[src/rtl/hsg_pkg.sv]
package hsg_pkg;

    // Phases of the switch supervisor
    typedef enum logic [2:0] {
        PH_OFF     = 3'd0,   // high side off, off-time counting
        PH_ON      = 3'd1,   // high side conducting
        PH_GAP_IN  = 3'd2,   // dead cycle before a pull-down
        PH_PULL    = 3'd3,   // low-side pull-down active
        PH_GAP_OUT = 3'd4    // dead cycle after a pull-down
    } phase_e;

endpackage

[src/rtl/hsg_off_request.sv]
// Merges the three turn-off sources and remembers one that arrives inside
// the minimum on-time so it acts once the blanking window has passed.
module hsg_off_request (
    input  logic clk,
    input  logic rst_n,
    input  logic on_active,
    input  logic blank_done,
    input  logic pwm_end,
    input  logic ocp_trip,
    input  logic skip_cur_hit,
    output logic stop_now
);

    typedef struct packed {
        logic pend;
    } req_t;

    req_t req_d, req_q;
    logic req_any;

    always_comb begin
        req_any  = pwm_end | ocp_trip | skip_cur_hit;
        stop_now = blank_done & (req_any | req_q.pend);
        req_d    = req_q;
        req_d.pend = on_active & ~stop_now & (req_q.pend | req_any);
    end

    always_ff @(posedge clk) begin
        if (!rst_n) req_q <= '0;
        else        req_q <= req_d;
    end

    // a request held pending is never dropped while the pulse continues
    a_r1_pending_kept: assert property (@(posedge clk) disable iff (!rst_n)
        (on_active && req_any && !blank_done) |=> (req_q.pend || !on_active));

endmodule

[src/rtl/hsg_idle_timer.sv]
// Counts high-side idle cycles; restarts on conduction or on an idle pull-down.
module hsg_idle_timer #(
    parameter int IDLE_LIM = 150000
) (
    input  logic clk,
    input  logic rst_n,
    input  logic hs_on,
    input  logic idle_fire,
    output logic idle_expired
);

    localparam int IW = $clog2(IDLE_LIM + 1) + 1;
    localparam logic [IW-1:0] C_LIM = IW'(IDLE_LIM);

    typedef struct packed {
        logic [IW-1:0] cnt;
    } idle_t;

    idle_t idle_d, idle_q;

    always_comb begin
        idle_d = idle_q;
        if (hs_on || idle_fire)     idle_d.cnt = IW'(1);
        else if (idle_q.cnt < C_LIM) idle_d.cnt = idle_q.cnt + IW'(1);
        idle_expired = (idle_q.cnt >= C_LIM);
    end

    always_ff @(posedge clk) begin
        if (!rst_n) idle_q <= '0;
        else        idle_q <= idle_d;
    end

    // the idle count never passes its limit
    a_r9_idle_bounded: assert property (@(posedge clk) disable iff (!rst_n)
        idle_q.cnt <= C_LIM);

endmodule

[src/rtl/hsg_phase_fsm.sv]
// Phase sequencer with one shared cycle counter for on, off and pull-down.
module hsg_phase_fsm
    import hsg_pkg::*;
#(
    parameter int MIN_ON   = 8,
    parameter int MIN_OFF  = 18,
    parameter int MAX_ON   = 600,
    parameter int PULL_TMO = 50
) (
    input  logic clk,
    input  logic rst_n,
    input  logic period_tick,
    input  logic light_load,
    input  logic neg_ilim,
    input  logic stop_now,
    input  logic idle_expired,
    output logic hs_on,
    output logic ls_pull,
    output logic blank_done,
    output logic idle_fire
);

    localparam int TOP_A = (MAX_ON > MIN_OFF) ? MAX_ON : MIN_OFF;
    localparam int TOP   = (TOP_A > PULL_TMO) ? TOP_A : PULL_TMO;
    localparam int CW    = $clog2(TOP + 1) + 1;

    localparam logic [CW-1:0] C_MIN_ON  = CW'(MIN_ON);
    localparam logic [CW-1:0] C_MIN_OFF = CW'(MIN_OFF);
    localparam logic [CW-1:0] C_MAX_ON  = CW'(MAX_ON);
    localparam logic [CW-1:0] C_TMO     = CW'(PULL_TMO);
    localparam logic [CW-1:0] C_ONE     = CW'(1);

    typedef struct packed {
        phase_e        phase;
        logic [CW-1:0] cnt;
    } fsm_t;

    fsm_t fsm_d, fsm_q;

    always_comb begin
        fsm_d     = fsm_q;
        idle_fire = 1'b0;
        unique case (fsm_q.phase)
            PH_OFF: begin
                if (fsm_q.cnt >= C_MIN_OFF && period_tick && !light_load) begin
                    fsm_d.phase = PH_ON;
                    fsm_d.cnt   = C_ONE;
                end else if (idle_expired) begin
                    fsm_d.phase = PH_PULL;
                    fsm_d.cnt   = C_ONE;
                    idle_fire   = 1'b1;
                end else if (fsm_q.cnt < C_MIN_OFF) begin
                    fsm_d.cnt = fsm_q.cnt + C_ONE;
                end
            end
            PH_ON: begin
                if (fsm_q.cnt >= C_MAX_ON) begin
                    fsm_d.phase = PH_GAP_IN;
                    fsm_d.cnt   = '0;
                end else if (stop_now) begin
                    fsm_d.phase = PH_OFF;
                    fsm_d.cnt   = C_ONE;
                end else begin
                    fsm_d.cnt = fsm_q.cnt + C_ONE;
                end
            end
            PH_GAP_IN: begin
                fsm_d.phase = PH_PULL;
                fsm_d.cnt   = C_ONE;
            end
            PH_PULL: begin
                if (neg_ilim || fsm_q.cnt >= C_TMO) begin
                    fsm_d.phase = PH_GAP_OUT;
                    fsm_d.cnt   = '0;
                end else begin
                    fsm_d.cnt = fsm_q.cnt + C_ONE;
                end
            end
            PH_GAP_OUT: begin
                fsm_d.phase = PH_OFF;
                fsm_d.cnt   = C_ONE;
            end
            default: begin
                fsm_d.phase = PH_OFF;
                fsm_d.cnt   = '0;
            end
        endcase
    end

    always_ff @(posedge clk) begin
        if (!rst_n) begin
            fsm_q.phase <= PH_OFF;
            fsm_q.cnt   <= '0;
        end else begin
            fsm_q <= fsm_d;
        end
    end

    always_comb begin
        hs_on      = (fsm_q.phase == PH_ON);
        ls_pull    = (fsm_q.phase == PH_PULL);
        blank_done = hs_on && (fsm_q.cnt >= C_MIN_ON);
    end

    // a pull-down never hands over straight to conduction
    a_r3_on_from_off: assert property (@(posedge clk) disable iff (!rst_n)
        $rose(hs_on) |-> ($past(fsm_q.phase) == PH_OFF));

endmodule

[src/rtl/hs_switch_guard.sv]
// Top: high-side PWM latch with on/off-time guards and bootstrap refresh.
module hs_switch_guard #(
    parameter int MIN_ON   = 8,
    parameter int MIN_OFF  = 18,
    parameter int MAX_ON   = 600,
    parameter int PULL_TMO = 50,
    parameter int IDLE_LIM = 150000
) (
    input  logic clk,
    input  logic rst_n,
    input  logic period_tick,
    input  logic pwm_end,
    input  logic ocp_trip,
    input  logic light_load,
    input  logic skip_cur_hit,
    input  logic neg_ilim,
    output logic hs_on,
    output logic ls_pull
);

    logic stop_now;
    logic blank_done;
    logic idle_fire;
    logic idle_expired;

    hsg_phase_fsm #(
        .MIN_ON  (MIN_ON),
        .MIN_OFF (MIN_OFF),
        .MAX_ON  (MAX_ON),
        .PULL_TMO(PULL_TMO)
    ) u_fsm (
        .clk         (clk),
        .rst_n       (rst_n),
        .period_tick (period_tick),
        .light_load  (light_load),
        .neg_ilim    (neg_ilim),
        .stop_now    (stop_now),
        .idle_expired(idle_expired),
        .hs_on       (hs_on),
        .ls_pull     (ls_pull),
        .blank_done  (blank_done),
        .idle_fire   (idle_fire)
    );

    hsg_off_request u_req (
        .clk         (clk),
        .rst_n       (rst_n),
        .on_active   (hs_on),
        .blank_done  (blank_done),
        .pwm_end     (pwm_end),
        .ocp_trip    (ocp_trip),
        .skip_cur_hit(skip_cur_hit),
        .stop_now    (stop_now)
    );

    hsg_idle_timer #(
        .IDLE_LIM(IDLE_LIM)
    ) u_idle (
        .clk         (clk),
        .rst_n       (rst_n),
        .hs_on       (hs_on),
        .idle_fire   (idle_fire),
        .idle_expired(idle_expired)
    );

    // Independent run-length counters on the outputs, for the properties below
    logic [31:0] a_hs_run_q, a_lo_run_q, a_ls_run_q;

    always_ff @(posedge clk) begin
        if (!rst_n) begin
            a_hs_run_q <= '0;
            a_lo_run_q <= '0;
            a_ls_run_q <= '0;
        end else begin
            a_hs_run_q <= hs_on   ? a_hs_run_q + 32'd1 : 32'd0;
            a_lo_run_q <= hs_on   ? 32'd0 : a_lo_run_q + 32'd1;
            a_ls_run_q <= ls_pull ? a_ls_run_q + 32'd1 : 32'd0;
        end
    end

    a_r1_min_on: assert property (@(posedge clk) disable iff (!rst_n)
        (!hs_on && a_hs_run_q != 32'd0) |-> (a_hs_run_q >= 32'(MIN_ON)));

    a_r3_tick_start: assert property (@(posedge clk) disable iff (!rst_n)
        $rose(hs_on) |-> $past(period_tick));

    a_r4_min_off: assert property (@(posedge clk) disable iff (!rst_n)
        (hs_on && a_lo_run_q != 32'd0) |-> (a_lo_run_q >= 32'(MIN_OFF)));

    a_r5_max_on: assert property (@(posedge clk) disable iff (!rst_n)
        hs_on |-> (a_hs_run_q < 32'(MAX_ON)));

    a_r5_pull_after_cap: assert property (@(posedge clk) disable iff (!rst_n)
        (hs_on && a_hs_run_q == 32'(MAX_ON - 1)) |=> (!hs_on && !ls_pull) ##1 ls_pull);

    a_r6_pull_cap: assert property (@(posedge clk) disable iff (!rst_n)
        ls_pull |-> (a_ls_run_q < 32'(PULL_TMO)));

    a_r6_neg_stop: assert property (@(posedge clk) disable iff (!rst_n)
        (ls_pull && neg_ilim) |=> !ls_pull);

    a_r7_light_hold: assert property (@(posedge clk) disable iff (!rst_n)
        (!hs_on && light_load) |=> !hs_on);

    a_r8_no_overlap: assert property (@(posedge clk) disable iff (!rst_n)
        !(hs_on && ls_pull));

    a_r8_gap_before_pull: assert property (@(posedge clk) disable iff (!rst_n)
        $rose(ls_pull) |-> !$past(hs_on));

    a_r8_gap_before_on: assert property (@(posedge clk) disable iff (!rst_n)
        $rose(hs_on) |-> !$past(ls_pull));

endmodule

[config.mk]
export PLATFORM = sky130hd
export DESIGN_NAME = hs_switch_guard
export DESIGN_NICKNAME = d
export VERILOG_FILES = /design/src/rtl/hsg_pkg.sv /design/src/rtl/hsg_off_request.sv /design/src/rtl/hsg_idle_timer.sv /design/src/rtl/hsg_phase_fsm.sv /design/src/rtl/hs_switch_guard.sv
export SDC_FILE = /design/constraint.sdc
export NUM_CORES = 1
export LEC_CHECK = 0
export BUFFER_PORTS_ARGS = -buffer_cell sky130_fd_sc_hd__clkbuf_2
export CORE_MARGIN = 2
export CORE_UTILIZATION = 45
export DETAILED_ROUTE_END_ITERATION = 10
export PLACE_DENSITY = 0.66
export SYNTH_ARGS = -nofsm -noshare
export SYNTH_HDL_FRONTEND = slang
export SYNTH_SLANG_ARGS = --single-unit
[constraint.sdc]
create_clock -name clk -period 3 [get_ports clk]
set_input_delay 0.45 -clock clk [delete_from_list [all_inputs] [get_ports clk]]
set_output_delay 0.45 -clock clk [all_outputs]
set_load 0.05 [all_outputs]
==> results.ini <==
[timing]
hold_slack_ns=0.440
period_share_pct=70.5
period_needed_ns=2.11
slew_headroom_pct=57.6
fin_setup_tns_ns=0
setup_viol=0
fin_skew_ns=0.00640
finalHoldViolations=0
worstMarginPinSlew_ns=0.635
rsz0062_at_grt=false
max_freq_mhz=473
final_max_slew_viol_count=0

[yosys]
ys_types=48
synthArstFlopShare_pct=0
syn_inst=220
synth_fp_nets=232
synth_edf_count=0
synth_area_mm2=0.00187
avgSynthCellArea_um2=8.50
yosys_register_bits=34
synth_ff_type=dfxtp_1
yosysWarnings=0
ys_seq_area_share_pct=36.4

[floorplanning]
start_util_pct=46.8
fp.dieW_um=68.5
die-area_mm2=0.00469
core_area_mm2=0.00400
rows=23
num_io_pins=10
fp.dieH_um=68.5

[detailed_routing]
drc=0
dr_total_vias=1558
first_iter_violations=173
drtPass1Iterations=4
routed_wl_mm=3.74
post_drt_wl_per_cell_um=13.5
viasPerCell=5.60
antenna_left=0

[finish]
post-route-cell-area_mm2=0.00202
n_antenna_cell=0
fin_nets=239
fillCellCount=378
seq_area_um2=681
multi_input_area_mm2=0.00111
drive_gt1_share_pct=12.3
syn_to_final_growth_pct=8.23

[job]
drv_cap=0

[run_status]
run_status=finished clean

[clocking]
clk_pin_slew_ns=0.07
cts-buffers-inserted=5
root_buffer=clkbuf_8
post_cts_resized=0
cts_max_path_buffers=2
insertion_delay_ns=0.29
ctsHoldBuffers=0
cts_tree=yes
clock-sinks=34
postCtsSetupRepairBufs=0
cts_max_level=2

[power_and_ir_drop]
leakagePower_uw=0.000795
swShare_pct=27.2
pwr_density_cell_mw_per_mm2=473
power_uw=957
ir_worst_vdd_v=0.000258
clkPwrFrac_pct=36.8
power.switching_uw=260
p_comb_share_pct=11.2
pwr-share-seq_pct=52.0
p_int_uw=696

[placed_design]
routabilityCongestion=0.806
placed_cell_area_mm2=0.00193
hpwl_mm=2.63
portBuffers=9

[setup_path]
required_ns=3.18
critPathCaptureType=flop
r2r_setup_slack_ns=0.89
arrival_ns=2.29
crit_type=reg2reg
worst-path-max-fanout=25
worstSetupStartpointType=flop

[worst_hold_path]
hold_class=reg2reg

[global_route]
grt_pass1_wl_mm=6.56
grt_pass1_vias=1448
grt_max_degree=26
grt_use_total_pct=18.8
antenna_found_initial=0
grt-ovfl-total=0

==> cells in the mapped netlist, drive strengths merged (5+ instances only) <==
master	number	area, µm²
dfxtp	34	681
nor2	34	130
nand3	15	75.1
and3	12	75.1
xor2	12	105
a21oi	11	66.3
nand2	11	41.3
xnor2	11	96.3
inv	8	30.0
nand4	8	50.1
o21ai	7	50.1
and4	5	46.3
clkbuf	5	18.8
nor4	5	46.3
==> area by class of cell <==
type	instances	area share, %
Sequential cell	34	33.6
Inverter	8	1.48
Clock buffer	7	4.26
Clock inverter	1	0.247
Timing Repair Buffer	9	2.22
Tap cell	50	3.09
Multi-Input combinational cell	169	55.1
==> cells by family (layout without fill, tap and decap cells) <==
logic type      count (synthesis)  count (layout)  share of synthesized area (%)
buf+inv                        17              25                           4.01
fa+ha+maj                       4               4                           2.68
flops                          34              34                           36.4
compound gates                 38              38                           16.1
simple gates                  104             104                           30.1
xor+xnor                       23              23                           10.8
==> power groups by stage <==
stage | registers, µW | logic, µW | clock network [µW]
global placement | 506 | 106 | 0
detailed placement | 507 | 107 | 0
floorplan | 495 | 92.0 | 0
global route | 501 | 122 | 381
finish | 497 | 107 | 352
CTS | 497 | 108 | 363
==> layout by cell type (no fill, tap or decap), types with 2 or more instances in the layout <==
| master | n |
|---|---|
| clkbuf_8 | 6 |
| a31oi_1 | 2 |
| nand4_1 | 8 |
| a211oi_1 | 4 |
| o21ai_0 | 5 |
| o22ai_1 | 2 |
| nor4_1 | 4 |
| xnor2_1 | 11 |
| and3_1 | 12 |
| clkbuf_2 | 9 |
| ha_1 | 4 |
| nor2_1 | 33 |
| xor2_1 | 12 |
| a21oi_1 | 10 |
| and2_1 | 4 |
| dfxtp_1 | 34 |
| nand2_1 | 11 |
| nand3_1 | 15 |
| nor3_1 | 2 |
| inv_1 | 8 |
| and4_1 | 4 |
==> layer usage <==
metal  up-vias  wire (µm)  track usage, %
met5         -          0               0
met1       725       1930            25.5
met3         6        184            5.43
met4         0         54            6.75
li1        796          -               -
met2        31       1570            28.2
==> critical path, stage by stage, from the launching register on <==
cell and delay (ns):
dfxtp_1 0.34, and4_4 0.19, a211o_4 0.36, a21oi_4 0.53
and2_1 0.28, nor2_1 0.09, o211a_1 0.21
==> stage by stage <==
| stage | cells | util [%] | setup WS (ns) |
|---|---|---|---|
| after floorplan | 220 | - | 1.14 |
| after detailed placement | 270 | 48.3 | 0.908 |
| after global placement | 270 | 48.3 | 0.938 |
| after CTS | 278 | 50.6 | 0.892 |
| after global routing | 278 | 50.6 | 0.779 |
| final | 278 | 50.6 | 0.885 |
==> worst paths after layout <==
kind	start	end	depth (start not counted)
setup reg to reg	u_idle.idle_q[6]$_SDFFE_PP0N_	u_fsm.fsm_q[12]$_SDFFE_PN0P_	6
hold / removal	u_idle.idle_q[18]$_SDFFE_PP0N_	u_idle.idle_q[18]$_SDFFE_PP0N_	2
hold reg to reg	u_idle.idle_q[18]$_SDFFE_PP0N_	u_idle.idle_q[18]$_SDFFE_PP0N_	2
setup / recovery	u_idle.idle_q[6]$_SDFFE_PP0N_	u_fsm.fsm_q[12]$_SDFFE_PN0P_	6
==> flip-flops by register name, summed over array words and instances (netlist names) <==
name and count:
u_req.req_q 1, u_fsm.fsm_q 14, u_idle.idle_q 19
(Power assumes the default switching activity.)
